**config.mk**
```make
export PLATFORM = sky130hd
export DESIGN_NAME = adc_trig_router
export DESIGN_NICKNAME = d
export VERILOG_FILES = /design/src/rtl/adc_trig_pkg.sv /design/src/rtl/trig_cfg_reg.sv /design/src/rtl/trig_edge_det.sv /design/src/rtl/trig_chan_sel.sv /design/src/rtl/adc_trig_router.sv
export SDC_FILE = /design/constraint.sdc
export NUM_CORES = 1
export LEC_CHECK = 0
export BUFFER_PORTS_ARGS = -buffer_cell sky130_fd_sc_hd__buf_2
export CAP_MARGIN = 20
export CORE_UTILIZATION = 46
export CTS_CLUSTER_SIZE = 30
export DETAILED_ROUTE_END_ITERATION = 16
export PLACE_DENSITY = 0.79
export SYNTH_ARGS = -nofsm -noshare
export SYNTH_HDL_FRONTEND = slang
export SYNTH_SLANG_ARGS = --single-unit
```
**constraint.sdc**
```tcl
create_clock -name clk -period 1.6 [get_ports clk]
set_input_delay 0 -clock clk [delete_from_list [all_inputs] [get_ports clk]]
set_output_delay 0 -clock clk [all_outputs]
set_load 0.02 [all_outputs]
```
**src/rtl/adc_trig_pkg.sv**
```systemverilog
package adc_trig_pkg;

    localparam int SEL_W = 4;

    typedef enum logic [SEL_W-1:0] {
        SRC_NONE = 4'd0,
        SRC_GSW  = 4'd1,
        SRC_LSW  = 4'd2,
        SRC_SCAN = 4'd3,
        SRC_SYNC = 4'd4,
        SRC_EVT0 = 4'd5
    } trig_src_e;

    localparam int EVT_BASE = 5;

    localparam logic [1:0] CORE_SEL_OVERRIDE = 2'd1;

endpackage

```
**src/rtl/trig_cfg_reg.sv**
```systemverilog
module trig_cfg_reg #(
    parameter int              DATA_W    = 32,
    parameter int              NUM_CH    = 7,
    parameter int              SEL_W     = 4,
    parameter logic [DATA_W-1:0] RESET_VAL = 32'h0000_0019
) (
    input  logic              clk,
    input  logic              rst_n,
    input  logic              wr_req,
    input  logic [DATA_W-1:0] wdata,
    input  logic              locked,
    output logic [DATA_W-1:0] cfg_o,
    output logic              err_o
);

    localparam int USED_W = NUM_CH * SEL_W;
    localparam logic [DATA_W-1:0] USED_MASK = (DATA_W'(1) << USED_W) - DATA_W'(1);

    typedef struct packed {
        logic [DATA_W-1:0] cfg;
        logic              err;
    } reg_st_t;

    reg_st_t st_d, st_q;

    always_comb begin
        st_d     = st_q;
        st_d.err = 1'b0;
        if (wr_req) begin
            if (locked) begin
                st_d.err = 1'b1;
            end else begin
                st_d.cfg = wdata & USED_MASK;
            end
        end
    end

    always_ff @(posedge clk or negedge rst_n) begin
        if (!rst_n) begin
            st_q.cfg <= RESET_VAL & USED_MASK;
            st_q.err <= 1'b0;
        end else begin
            st_q <= st_d;
        end
    end

    assign cfg_o = st_q.cfg;
    assign err_o = st_q.err;

endmodule

```
**src/rtl/trig_edge_det.sv**
```systemverilog
module trig_edge_det #(
    parameter int W = 13
) (
    input  logic         clk,
    input  logic         rst_n,
    input  logic [W-1:0] lvl_i,
    output logic [W-1:0] rise_o
);

    typedef struct packed {
        logic [W-1:0] prev;
    } edge_st_t;

    edge_st_t st_d, st_q;

    always_comb begin
        st_d.prev = lvl_i;
    end

    always_ff @(posedge clk or negedge rst_n) begin
        if (!rst_n) begin
            st_q.prev <= '0;
        end else begin
            st_q <= st_d;
        end
    end

    assign rise_o = lvl_i & ~st_q.prev;

endmodule

```
**src/rtl/trig_chan_sel.sv**
```systemverilog
module trig_chan_sel
    import adc_trig_pkg::*;
#(
    parameter int NUM_EVT = 11
) (
    input  logic [SEL_W-1:0]   code_i,
    input  logic               gsw_i,
    input  logic               lsw_i,
    input  logic               scan_rise_i,
    input  logic               scan_mask_i,
    input  logic               sync_rise_i,
    input  logic [NUM_EVT-1:0] evt_rise_i,
    input  logic               evt_en_i,
    output logic               hit_o
);

    always_comb begin
        hit_o = 1'b0;
        unique case (code_i)
            SRC_NONE: hit_o = 1'b0;
            SRC_GSW:  hit_o = gsw_i;
            SRC_LSW:  hit_o = lsw_i;
            SRC_SCAN: hit_o = scan_rise_i & scan_mask_i;
            SRC_SYNC: hit_o = sync_rise_i;
            default: begin
                for (int e = 0; e < NUM_EVT; e++) begin
                    if (int'(code_i) == EVT_BASE + e) begin
                        hit_o = evt_en_i & evt_rise_i[e];
                    end
                end
            end
        endcase
    end

endmodule

```
**src/rtl/adc_trig_router.sv**
```systemverilog
module adc_trig_router
    import adc_trig_pkg::*;
#(
    parameter int              NUM_CH    = 7,
    parameter int              NUM_EVT   = 11,
    parameter int              DATA_W    = 32,
    parameter logic [DATA_W-1:0] RESET_VAL = 32'h0000_0019
) (
    input  logic               clk,
    input  logic               rst_n,
    input  logic               bus_valid,
    input  logic               bus_write,
    input  logic [DATA_W-1:0]  bus_wdata,
    output logic [DATA_W-1:0]  bus_rdata,
    output logic               bus_err,
    input  logic               conv_enable,
    input  logic               sw_conv_en,
    input  logic [1:0]         core_sel,
    input  logic               event_start_en,
    input  logic [NUM_CH-1:0]  scan_mask,
    input  logic               gsw_set,
    input  logic               lsw_level,
    input  logic               scan_trig,
    input  logic               sync_trig,
    input  logic [NUM_EVT-1:0] evt_in,
    output logic               gsw_pending,
    output logic [NUM_CH-1:0]  chan_start
);

    localparam int EDGE_W = NUM_EVT + 2;

    logic [DATA_W-1:0] cfg;
    logic [EDGE_W-1:0] rise;
    logic [NUM_CH-1:0] hit;
    logic              override;

    typedef struct packed {
        logic [NUM_CH-1:0] start;
        logic              gsw;
    } top_st_t;

    top_st_t st_d, st_q;

    trig_cfg_reg #(
        .DATA_W    (DATA_W),
        .NUM_CH    (NUM_CH),
        .SEL_W     (SEL_W),
        .RESET_VAL (RESET_VAL)
    ) cfg_i (
        .clk    (clk),
        .rst_n  (rst_n),
        .wr_req (bus_valid & bus_write),
        .wdata  (bus_wdata),
        .locked (conv_enable),
        .cfg_o  (cfg),
        .err_o  (bus_err)
    );

    trig_edge_det #(
        .W (EDGE_W)
    ) edge_i (
        .clk    (clk),
        .rst_n  (rst_n),
        .lvl_i  ({evt_in, sync_trig, scan_trig}),
        .rise_o (rise)
    );

    for (genvar k = 0; k < NUM_CH; k++) begin : g_chan
        trig_chan_sel #(
            .NUM_EVT (NUM_EVT)
        ) sel_i (
            .code_i      (cfg[k*SEL_W +: SEL_W]),
            .gsw_i       (st_q.gsw),
            .lsw_i       (lsw_level),
            .scan_rise_i (rise[0]),
            .scan_mask_i (scan_mask[k]),
            .sync_rise_i (rise[1]),
            .evt_rise_i  (rise[EDGE_W-1:2]),
            .evt_en_i    (event_start_en),
            .hit_o       (hit[k])
        );
    end

    assign override = sw_conv_en && (core_sel == CORE_SEL_OVERRIDE);

    always_comb begin
        st_d       = st_q;
        st_d.start = override ? '0 : hit;
        st_d.gsw   = gsw_set;
    end

    always_ff @(posedge clk or negedge rst_n) begin
        if (!rst_n) begin
            st_q.start <= '0;
            st_q.gsw   <= 1'b0;
        end else begin
            st_q <= st_d;
        end
    end

    assign bus_rdata   = cfg;
    assign gsw_pending = st_q.gsw;
    assign chan_start  = st_q.start;

endmodule

```
==> results.yml, run 1 <==
outcome:
  status: "complete, no violations"
clock_network:
  clockRootBuffer: "clkbuf_8"
  clock-sinks: 50
  h-tree-depth: 2
  cts_tree: "done"
  clock_latency_ns: 0.30
  cts_buffers: 5
  clock_path_buffers: 2
  cts.reportedPaths.clkPinSlew_ns: 0.10
layout:
  layout.cells.non_filler: 566
  postLayoutCoreUtil_pct: 66.4
  layout-drive-gt1-share_pct: 41.5
  diodes: 0
  fillCellCount: 520
  mostFrequentLayoutCells: "buf_2, dlygate4sd3_1, dfrtp_1"
  multi_input_area_mm2: 0.00181
  final_common_cell: "buf_2"
  area_delta_synth_final_pct: 39.2
  fin_nets: 532
  regArea_mm2: 0.00126
setup_path:
  crit_family: "multiplexers"
  arrival_ns: 1.78
  end_kind: "register"
  crit_type: "register to register"
  cpPeakStageDelay_ns: 0.47
  slowest_stage: "mux4_2"
  start_kind: "register"
  worst-path-max-fanout: 6
  crit_chain: "nand2b_4 -> mux4_2 -> nor3_2 -> a21oi_1 -> a221oi_2"
  cp.required_ns: 1.81
  critical_path_buf_inv_count: 0
die:
  dieArea_mm2: 0.00738
  fp.coreArea_mm2: 0.00679
  start_util_pct: 47.7
  core.rowCount: 30
  die_x_um: 85.9
  die_h_um: 85.9
  ios: 104
drt:
  routed_wl_um: 9620
  wire_per_inst_um: 17.0
  avgViaCountPerCell: 5.73
  ant_nets: 0
  firstDrtPassIters: 5
  drc: 0
  vias: 3243
  drtIter0Drc: 283
synthesis:
  synth-main-ff-cell: "dfrtp_1"
  ys_types: 65
  synthMuxAreaShare_pct: 15.1
  yosys_register_bits: 50
  synth_xor_area_share_pct: 0
  synth-edff-count: 0
  synth_area_mm2: 0.00324
  synthArstFlopShare_pct: 100
  post_synth_fa_ha_maj_area_fraction_pct: 0
  synth-compound-area-share_pct: 19.4
  postSynthCellCount: 322
  yosys.area_share.simple_pct: 19.9
  ys_warn_count: 0
  synth-seq-area-share_pct: 38.7
  synth_top_family_by_area: "simple AND/OR/NAND/NOR gates"
  postSynthAreaPerCell_um2: 10.1
sta:
  setup-violations-final: 0
  final_max_slew_viol_count: 0
  setup_tns_ns: 0
  skew_ns: 0.00634
  rsz0062_at_grt: "yes"
  timing.final.crit_share_pct: 97.8
  timing.final.ws_setup_ns: 0.0354
  timing.final.crit_period_ns: 1.56
  max_clock_freq_mhz: 639
  final_hold_viol_count: 0
placed_design:
  post-place-cells: 511
  dpl.hpwl_um: 6280
  gp_congestion: 0.957
  place_ws_ns: -0.00727
  place.port_buffers: 95
power_and_ir_drop:
  switching_share_pct: 37.4
  switchingPower_w: 0.00169
  p_total_w: 0.00451
  seqPwrFrac_pct: 39.4
  p_per_area_mw_per_mm2: 1000
  p_leak_nw: 2.01
  combPwrFrac_pct: 40.8
  vdd_drop_max_uv: 596
  p_int_w: 0.00283
  power_frac_clock_pct: 19.8
worst_hold_path:
  hp-class: "input pin to register"
grt:
  grt_usage_pct: 26.9
  grt_pass1_vias: 3158
  overflow: 0
  grt_pass1_wl_um: 15400
  antenna_found_initial: 0
  grt_max_degree: 38
run:
  max-cap-violations: 0
## what timing repair did
| action | CTS | global route |
|---|---|---|
| setup buffers | 0 | 2 |
| resized for setup | 2 | 7 |
| endpoints found under the hold margin | 90 | 0 |
| endpoints found under the setup margin | 2 | 5 |
| pin swaps | 0 | 3 |
| hold buffers | 45 | 0 |
## synthesized netlist by cell type (3+ instances only)
cell type,n,share of area [%]
a211oi_1,3,0.69
a21oi_1,12,1.9
a311oi_1,4,1.1
a31oi_1,9,1.7
and3_1,3,0.58
and3b_1,3,0.81
buf_2,11,1.7
buf_4,6,1.4
buf_6,3,1.0
clkbuf_1,12,1.4
dfrtp_1,47,36
dfstp_2,3,2.4
inv_1,7,0.81
mux2_2,31,11
mux2i_1,5,1.5
mux4_2,4,2.8
nand2_1,15,1.7
nand2b_1,4,0.77
nand2b_4,4,1.7
nand3_1,8,1.2
nand3b_1,6,1.4
nand4_1,7,1.4
nor2_1,10,1.2
nor2b_1,16,3.1
nor3_1,7,1.1
nor3b_1,3,0.69
o2111ai_1,3,0.81
o21a_1,7,1.6
o21ai_0,12,1.9
o21ai_1,3,0.46
o22ai_1,6,1.2
o32ai_1,5,1.4
or4b_1,3,0.93
## layout make-up
cell class | count | area share [%]
clock inverters | 3 | 0.888
inverters | 10 | 0.888
multi-input cells | 233 | 40.1
repair buffers | 169 | 25.9
flip-flops and latches | 50 | 28.0
well taps | 96 | 2.66
clock buffers | 5 | 1.53
## flip-flops by register name (all words and copies together), names as in the netlist
| signal | flops |
|---|---|
| chan_start | 7 |
| gsw_pending | 1 |
| cfg_i.err_o | 1 |
| cfg_i.cfg_o | 28 |
| edge_i.st_q | 13 |
## worst register-to-register path: stages (launching register included)
cell,delay [ns]
dfrtp_1,0.39
nand2b_4,0.18
mux4_2,0.47
nor3_2,0.11
a21oi_1,0.07
a221oi_2,0.25
## per-layer routing
metal / share of wire, % / global-route usage (%) / wire (um) / vias to the layer above
li1: - / - / - / 1503
met5: 0 / 0 / 0 / -
met4: 1.4 / 8.33 / 138 / 0
met3: 6.6 / 4.23 / 635 / 14
met1: 42 / 35.0 / 4060 / 1563
met2: 50 / 46.1 / 4790 / 163
## metrics by stage
step,area (um2),hold WS (ns)
final,4510,0.128
after global routing,4510,0.129
after CTS,4470,0.114
after detailed placement,3900,-0.0675
after global placement,3900,-0.0782
after floorplan,3270,-0.296
## path summary, 6_finish.rpt
path / from / end / slack (ns) / cells past startpoint
worst max register to register: edge_i.st_q[7]$_DFF_PN0_ / chan_start[6]$_DFF_PN0_ / 0.04 / 5
max in group asynchronous: rst_n / cfg_i.cfg_o[4]$_DFFE_PN1P_ / 0.89 / 3
worst min register to register: cfg_i.cfg_o[27]$_DFFE_PN0P_ / chan_start[6]$_DFF_PN0_ / 0.62 / 1
min in group asynchronous: rst_n / cfg_i.cfg_o[19]$_DFFE_PN0P_ / 0.14 / 2
worst max-delay path: edge_i.st_q[7]$_DFF_PN0_ / chan_start[6]$_DFF_PN0_ / 0.04 / 5
worst min-delay path: scan_mask[2] / chan_start[2]$_DFF_PN0_ / 0.13 / 3
## power groups by stage
stage | Sequential (W) | Combinational, W | Clock (W)
5_1_grt | 0.00181 | 0.00199 | 0.000951
3_3_place_gp | 0.00178 | 0.00166 | 0
2_1_floorplan | 0.00191 | 0.00103 | 0
6_report | 0.00178 | 0.00184 | 0.000894
3_5_place_dp | 0.00178 | 0.00171 | 0
4_1_cts | 0.00176 | 0.00181 | 0.000911
## cells by family after synthesis
family | count (synthesis)
and+or+nand+nor | 101
AOI/OAI and AO/OA | 88
DFF | 50
buffers and inverters | 42
muxes | 40
other | 1
Note: power is estimated with default switching activity, not from simulation.
==> run 2, diff against run 1 <==
- CORE_UTILIZATION: 46 -> 50
- PLACE_DENSITY: 0.79 -> 0.82
- clock period: 1.6 -> 1.9 ns (I/O delays scaled with it)
==> run 2 against run 1 <==
Effect of this change:
- non-clock buffer count decreased by 16
- critical path type unchanged
- via count is 3.9% lower
- die area is 7.8% lower
- sequential cell count unchanged
- clock skew up 0.0037 ns
- worst setup slack improved by 0.13 ns
- hold slack worse by 0.038 ns
- sequential share of layout area increased by 1.2 points
- sequential power is 12% lower
- highest routed layer unchanged
- register-to-register slack better by 0.13 ns
- global-route usage up 1.0 points
- clock power is 14% lower
==> results.yml, run 2 (synthesis gave the netlist of run 1 again) <==
sta:
  timing_worst_slew_pin_value_ns: 0.652
  final_max_slew_viol_count: 0
  max_clock_freq_mhz: 576
  final_hold_viol_count: 0
  timing.final.crit_period_ns: 1.74
  skew_ns: 0.0100
  hold_ws_ns: 0.0902
  timing.final.ws_setup_ns: 0.163
  slew_headroom_pct: 56.5
  setup-violations-final: 0
  setup_tns_ns: 0
  timing.final.crit_share_pct: 91.4
  rsz0062_at_grt: "no"
setup_path:
  crit_type: "register to register"
  cp.required_ns: 2.10
  critical_path_buf_inv_count: 0
  r2r_setup_slack_ns: 0.16
  crit_chain: "or4b_1 -> o21ai_0 -> a31oi_1 -> o21a_1 -> a31o_1"
  worst_r2r_startpoint: "cfg_i.cfg_o[19]$_DFFE_PN0P_"
  slowest_stage: "or4b_1"
  cpPeakStageDelay_ns: 0.51
  start_kind: "register"
  arrival_ns: 1.94
  crit_family: "compound AO/OA/AOI/OAI gates"
  worst-path-max-fanout: 11
  end_kind: "register"
  rr_worst_depth: 5
  r2r_end: "chan_start[4]$_DFF_PN0_"
drt:
  ant_nets: 0
  vias: 3115
  drtIter0Drc: 299
  drc: 0
  avgViaCountPerCell: 5.89
  routed_wl_um: 9190
  wire_per_inst_um: 17.4
  firstDrtPassIters: 4
placed_design:
  dpl.hpwl_um: 5790
  placed_cell_area_mm2: 0.00374
  place.port_buffers: 95
  gp_congestion: 0.901
  place_ws_ns: 0.189
layout:
  fin_nets: 516
  largest_reg_flops: 28
  mostFrequentLayoutCells: "buf_2, dfrtp_1, dlygate4sd3_1"
  final_common_cell: "buf_2"
  fin_area_mm2: 0.00430
  diodes: 0
  layout-drive-gt1-share_pct: 36.6
  area_delta_synth_final_pct: 32.7
run:
  max-cap-violations: 0
power_and_ir_drop:
  switchingPower_w: 0.00139
  combPwrFrac_pct: 37.0
  vdd_drop_max_uv: 528
  p_int_w: 0.00231
  power_frac_clock_pct: 20.8
  switching_share_pct: 37.6
  p_per_area_mw_per_mm2: 859
  p_leak_nw: 1.91
  seqPwrFrac_pct: 42.2
die:
  fp.coreArea_mm2: 0.00610
  die_x_um: 82.5
  core.rowCount: 28
  ios: 104
  die_h_um: 82.5
  start_util_pct: 53.2
  dieArea_mm2: 0.00681
grt:
  grt_max_degree: 30
  grt_usage_pct: 27.9
  grt_pass1_wl_um: 14100
  antenna_found_initial: 0
  grt_pass1_vias: 2972
  overflow: 0
outcome:
  status: "complete, no violations"
clock_network:
  clock-sinks: 50
  holdBufCountCts: 45
  clockRootBuffer: "clkbuf_8"
  clock_latency_ns: 0.31
  h-tree-depth: 2
  cts_buffers: 5
  cts_tree: "done"
  cts_resized: 0
  clock_path_buffers: 2
  cts.reportedPaths.clkPinSlew_ns: 0.09
  post_cts_buffers: 0
worst_hold_path:
  min_from: "scan_mask[1]"
  hold_depth: 3
  min_to: "chan_start[1]$_DFF_PN0_"
  hp-class: "input pin to register"
[run 2: how the worst max path moves through the flow]
stage / from / cells past startpoint / slack (ns) / to
6_report: cfg_i.cfg_o[19]$_DFFE_PN0P_ / 5 / 0.16 / chan_start[4]$_DFF_PN0_
5_1_grt: cfg_i.cfg_o[19]$_DFFE_PN0P_ / 5 / 0.14 / chan_start[4]$_DFF_PN0_
4_1_cts: cfg_i.cfg_o[19]$_DFFE_PN0P_ / 5 / 0.18 / chan_start[4]$_DFF_PN0_
3_5_place_dp: cfg_i.cfg_o[19]$_DFFE_PN0P_ / 5 / 0.19 / chan_start[4]$_DFF_PN0_
3_3_place_gp: edge_i.st_q[7]$_DFF_PN0_ / 5 / 0.31 / chan_start[6]$_DFF_PN0_
2_1_floorplan: cfg_i.cfg_o[9]$_DFFE_PN0P_ / 6 / 0.23 / chan_start[2]$_DFF_PN0_
[run 2: final cells by class]
class,instances,area (um2)
clock inverters,2,37.5
fillers,466,1800
repair buffers,153,1020
inverters,10,40.0
well taps,75,93.8
flip-flops and latches,50,1250
multi-input cells,233,1780
clock buffers,6,72.6
[run 2: worst min-delay path, stage by stage]
cell and delay [ns]:
buf_2 0.10, a41oi_1 0.19, a211oi_1 0.07
[run 2: layer usage]
layer,global-route usage (%),vias up,part of all wire [%],wire (um)
li1,-,1468,-,-
met1,35.4,1484,42,3840
met2,48.3,145,48,4420
met3,5.60,18,8.1,747
met4,7.93,0,1.9,174
met5,0,-,0,0
[run 2: stage by stage]
stage,utilization [%],std cells,power (W)
global placement,61.4,476,0.00280
CTS,70.5,529,0.00369
floorplan,-,325,0.00245
detailed placement,61.4,476,0.00285
finish,70.5,529,0.00369
global route,70.5,529,0.00390
[run 2: power groups by stage]
stage	clock (W)	sequential [W]	combinational, W
after detailed placement	0	0.00157	0.00128
final	0.000768	0.00156	0.00137
after global placement	0	0.00155	0.00125
after global routing	0.000822	0.00159	0.00148
after CTS	0.000784	0.00155	0.00136
after floorplan	0	0.00160	0.000852
==> run 3, diff against run 2 <==
- CELL_PAD_IN_SITES_DETAIL_PLACEMENT: unset -> 1
- CELL_PAD_IN_SITES_GLOBAL_PLACEMENT: unset -> 2
- CORE_UTILIZATION: 50 -> 33
- PLACE_DENSITY: 0.82 -> 0.88
==> run 3 against run 2 <==
Effect of this change:
- sequential power about the same
- largest cell class unchanged
- routed wire length increased by 12%
- maximum frequency about the same
- via count increased by 0.13%
- design area increased by 1.9%
- sequential share of layout area decreased by 0.53 points
- critical path type unchanged
- highest routed layer unchanged
- critical path depth decreased by 1
- global-route usage decreased by 6.6 points
==> results.yml, run 3 (synthesis gave the netlist of run 1 again) <==
sta:
  timing.final.crit_period_ns: 1.74
  max_clock_freq_mhz: 575
  rsz0062_at_grt: "no"
  timing.final.crit_share_pct: 91.5
  final_hold_viol_count: 0
  setup_tns_ns: 0
  setup-violations-final: 0
  slew_headroom_pct: 58.4
  skew_ns: 0.00610
  timing_worst_slew_pin_value_ns: 0.624
  final_max_slew_viol_count: 0
die:
  dieArea_mm2: 0.0102
  core.rowCount: 35
  ios: 104
  fp.coreArea_mm2: 0.00937
  die_x_um: 101
  start_util_pct: 34.6
  die_h_um: 101
clock_network:
  cts.reportedPaths.clkPinSlew_ns: 0.10
  cts_tree: "done"
  clock_latency_ns: 0.32
  clockRootBuffer: "clkbuf_8"
  clock_path_buffers: 2
  holdBufCountCts: 45
  post_cts_buffers: 0
  clock-sinks: 50
  h-tree-depth: 2
  cts_resized: 0
  cts_buffers: 5
setup_path:
  arrival_ns: 1.97
  start_kind: "register"
  cp.required_ns: 2.13
  crit_type: "register to register"
  end_kind: "register"
  r2r_setup_slack_ns: 0.16
  timing.critical_path.from: "cfg_i.cfg_o[24]$_DFFE_PN0P_"
  endpoint: "chan_start[6]$_DFF_PN0_"
  worst_r2r_startpoint: "cfg_i.cfg_o[24]$_DFFE_PN0P_"
  r2r_end: "chan_start[6]$_DFF_PN0_"
  rr_worst_depth: 4
  worst-path-max-fanout: 11
layout:
  final_common_cell: "buf_2"
  diodes: 0
  area_delta_synth_final_pct: 35.2
  regArea_mm2: 0.00125
  layout.cells.non_filler: 585
  mostFrequentLayoutCells: "buf_2, dfrtp_1, dlygate4sd3_1"
  largest_reg_flops: 28
  multi_input_area_mm2: 0.00178
  layout-drive-gt1-share_pct: 37.1
  fillCellCount: 1117
  fin_nets: 518
drt:
  routed_wl_um: 10300
  ant_nets: 0
  drc: 0
  firstDrtPassIters: 5
  avgViaCountPerCell: 5.33
  wire_per_inst_um: 17.7
  drtIter0Drc: 110
  vias: 3119
placed_design:
  place.port_buffers: 95
  post-place-cells: 532
  gp_congestion: 0.855
  dpl.hpwl_um: 6980
grt:
  antenna_found_initial: 0
  grt_pass1_vias: 3360
  grt_pass1_wl_um: 16900
  overflow: 0
  grt_max_degree: 29
  grt_usage_pct: 21.4
power_and_ir_drop:
  p_per_area_mw_per_mm2: 836
  p_leak_nw: 1.92
  vdd_drop_max_uv: 462
outcome:
  status: "complete, no violations"
worst_hold_path:
  hp-class: "input pin to register"
  min_from: "scan_mask[1]"
run:
  max-cap-violations: 0
## run 3: cell types whose count changed in the layout (fill, tap and decap cells not counted)
cell | before | now
buf_12 | 0 | 1
buf_4 | 13 | 14
bufinv_16 | 1 | 0
clkbuf_1 | 1 | 0
clkbuf_8 | 5 | 6
clkinv_2 | 0 | 1
## run 3: worst min-delay path by stage
stage	end	slack, ns	depth (start not counted)
3_5_place_dp	cfg_i.cfg_o[1]$_DFFE_PN0P_	0.06	1
4_1_cts	chan_start[1]$_DFF_PN0_	0.07	3
6_report	chan_start[1]$_DFF_PN0_	0.07	3
3_3_place_gp	cfg_i.cfg_o[1]$_DFFE_PN0P_	0.05	1
2_1_floorplan	cfg_i.cfg_o[10]$_DFFE_PN0P_	-0.30	0
5_1_grt	chan_start[1]$_DFF_PN0_	0.15	3
## run 3: cell type report
| class | count | share of cell area (%) |
|---|---|---|
| clock inverter | 2 | 0.286 |
| sequential | 50 | 28.6 |
| clock buffer | 6 | 1.89 |
| multi-input combinational | 233 | 40.6 |
| timing repair buffer | 155 | 24.0 |
| tap | 129 | 3.68 |
| inverter | 10 | 0.914 |
## run 3: layer usage
layer / wire, um / GRT usage, %
met5: 0 / 0
met4: 140 / 5.13
met3: 394 / 3.88
met2: 5180 / 37.7
met1: 4620 / 26.9
## run 3: worst max-delay path, cell delays in order, from the launching register on
cell	delay [ns]
dfrtp_1	0.58
mux4_2	0.55
nor3_1	0.15
a21oi_1	0.08
a221oi_2	0.29
## run 3: report_power, final
part / total, W / switching (W) / leakage, nW / internal, W
registers: 0.00153 / 0.000280 / 0.593 / 0.00125
logic: 0.00143 / 0.000757 / 1.28 / 0.000678
clock network: 0.000695 / 0.000401 / 0.0472 / 0.000294
total: 0.00366 / 0.00144 / 1.92 / 0.00222
## run 3: stage by stage
| step | hold WS [ns] | total power (W) | util (%) | worst slack, ns | cell area [um2] |
|---|---|---|---|---|---|
| 2_1_floorplan | -0.296 | 0.00245 | - | 0.233 | 3250 |
| 3_3_place_gp | 0.0458 | 0.00287 | 40.9 | 0.237 | 3830 |
| 3_5_place_dp | 0.0601 | 0.00292 | 40.9 | 0.194 | 3830 |
| 4_1_cts | 0.0684 | 0.00369 | 46.7 | 0.171 | 4380 |
| 5_1_grt | 0.146 | 0.00388 | 46.7 | 0.0160 | 4380 |
| 6_report | 0.0738 | 0.00366 | 46.7 | 0.162 | 4380 |
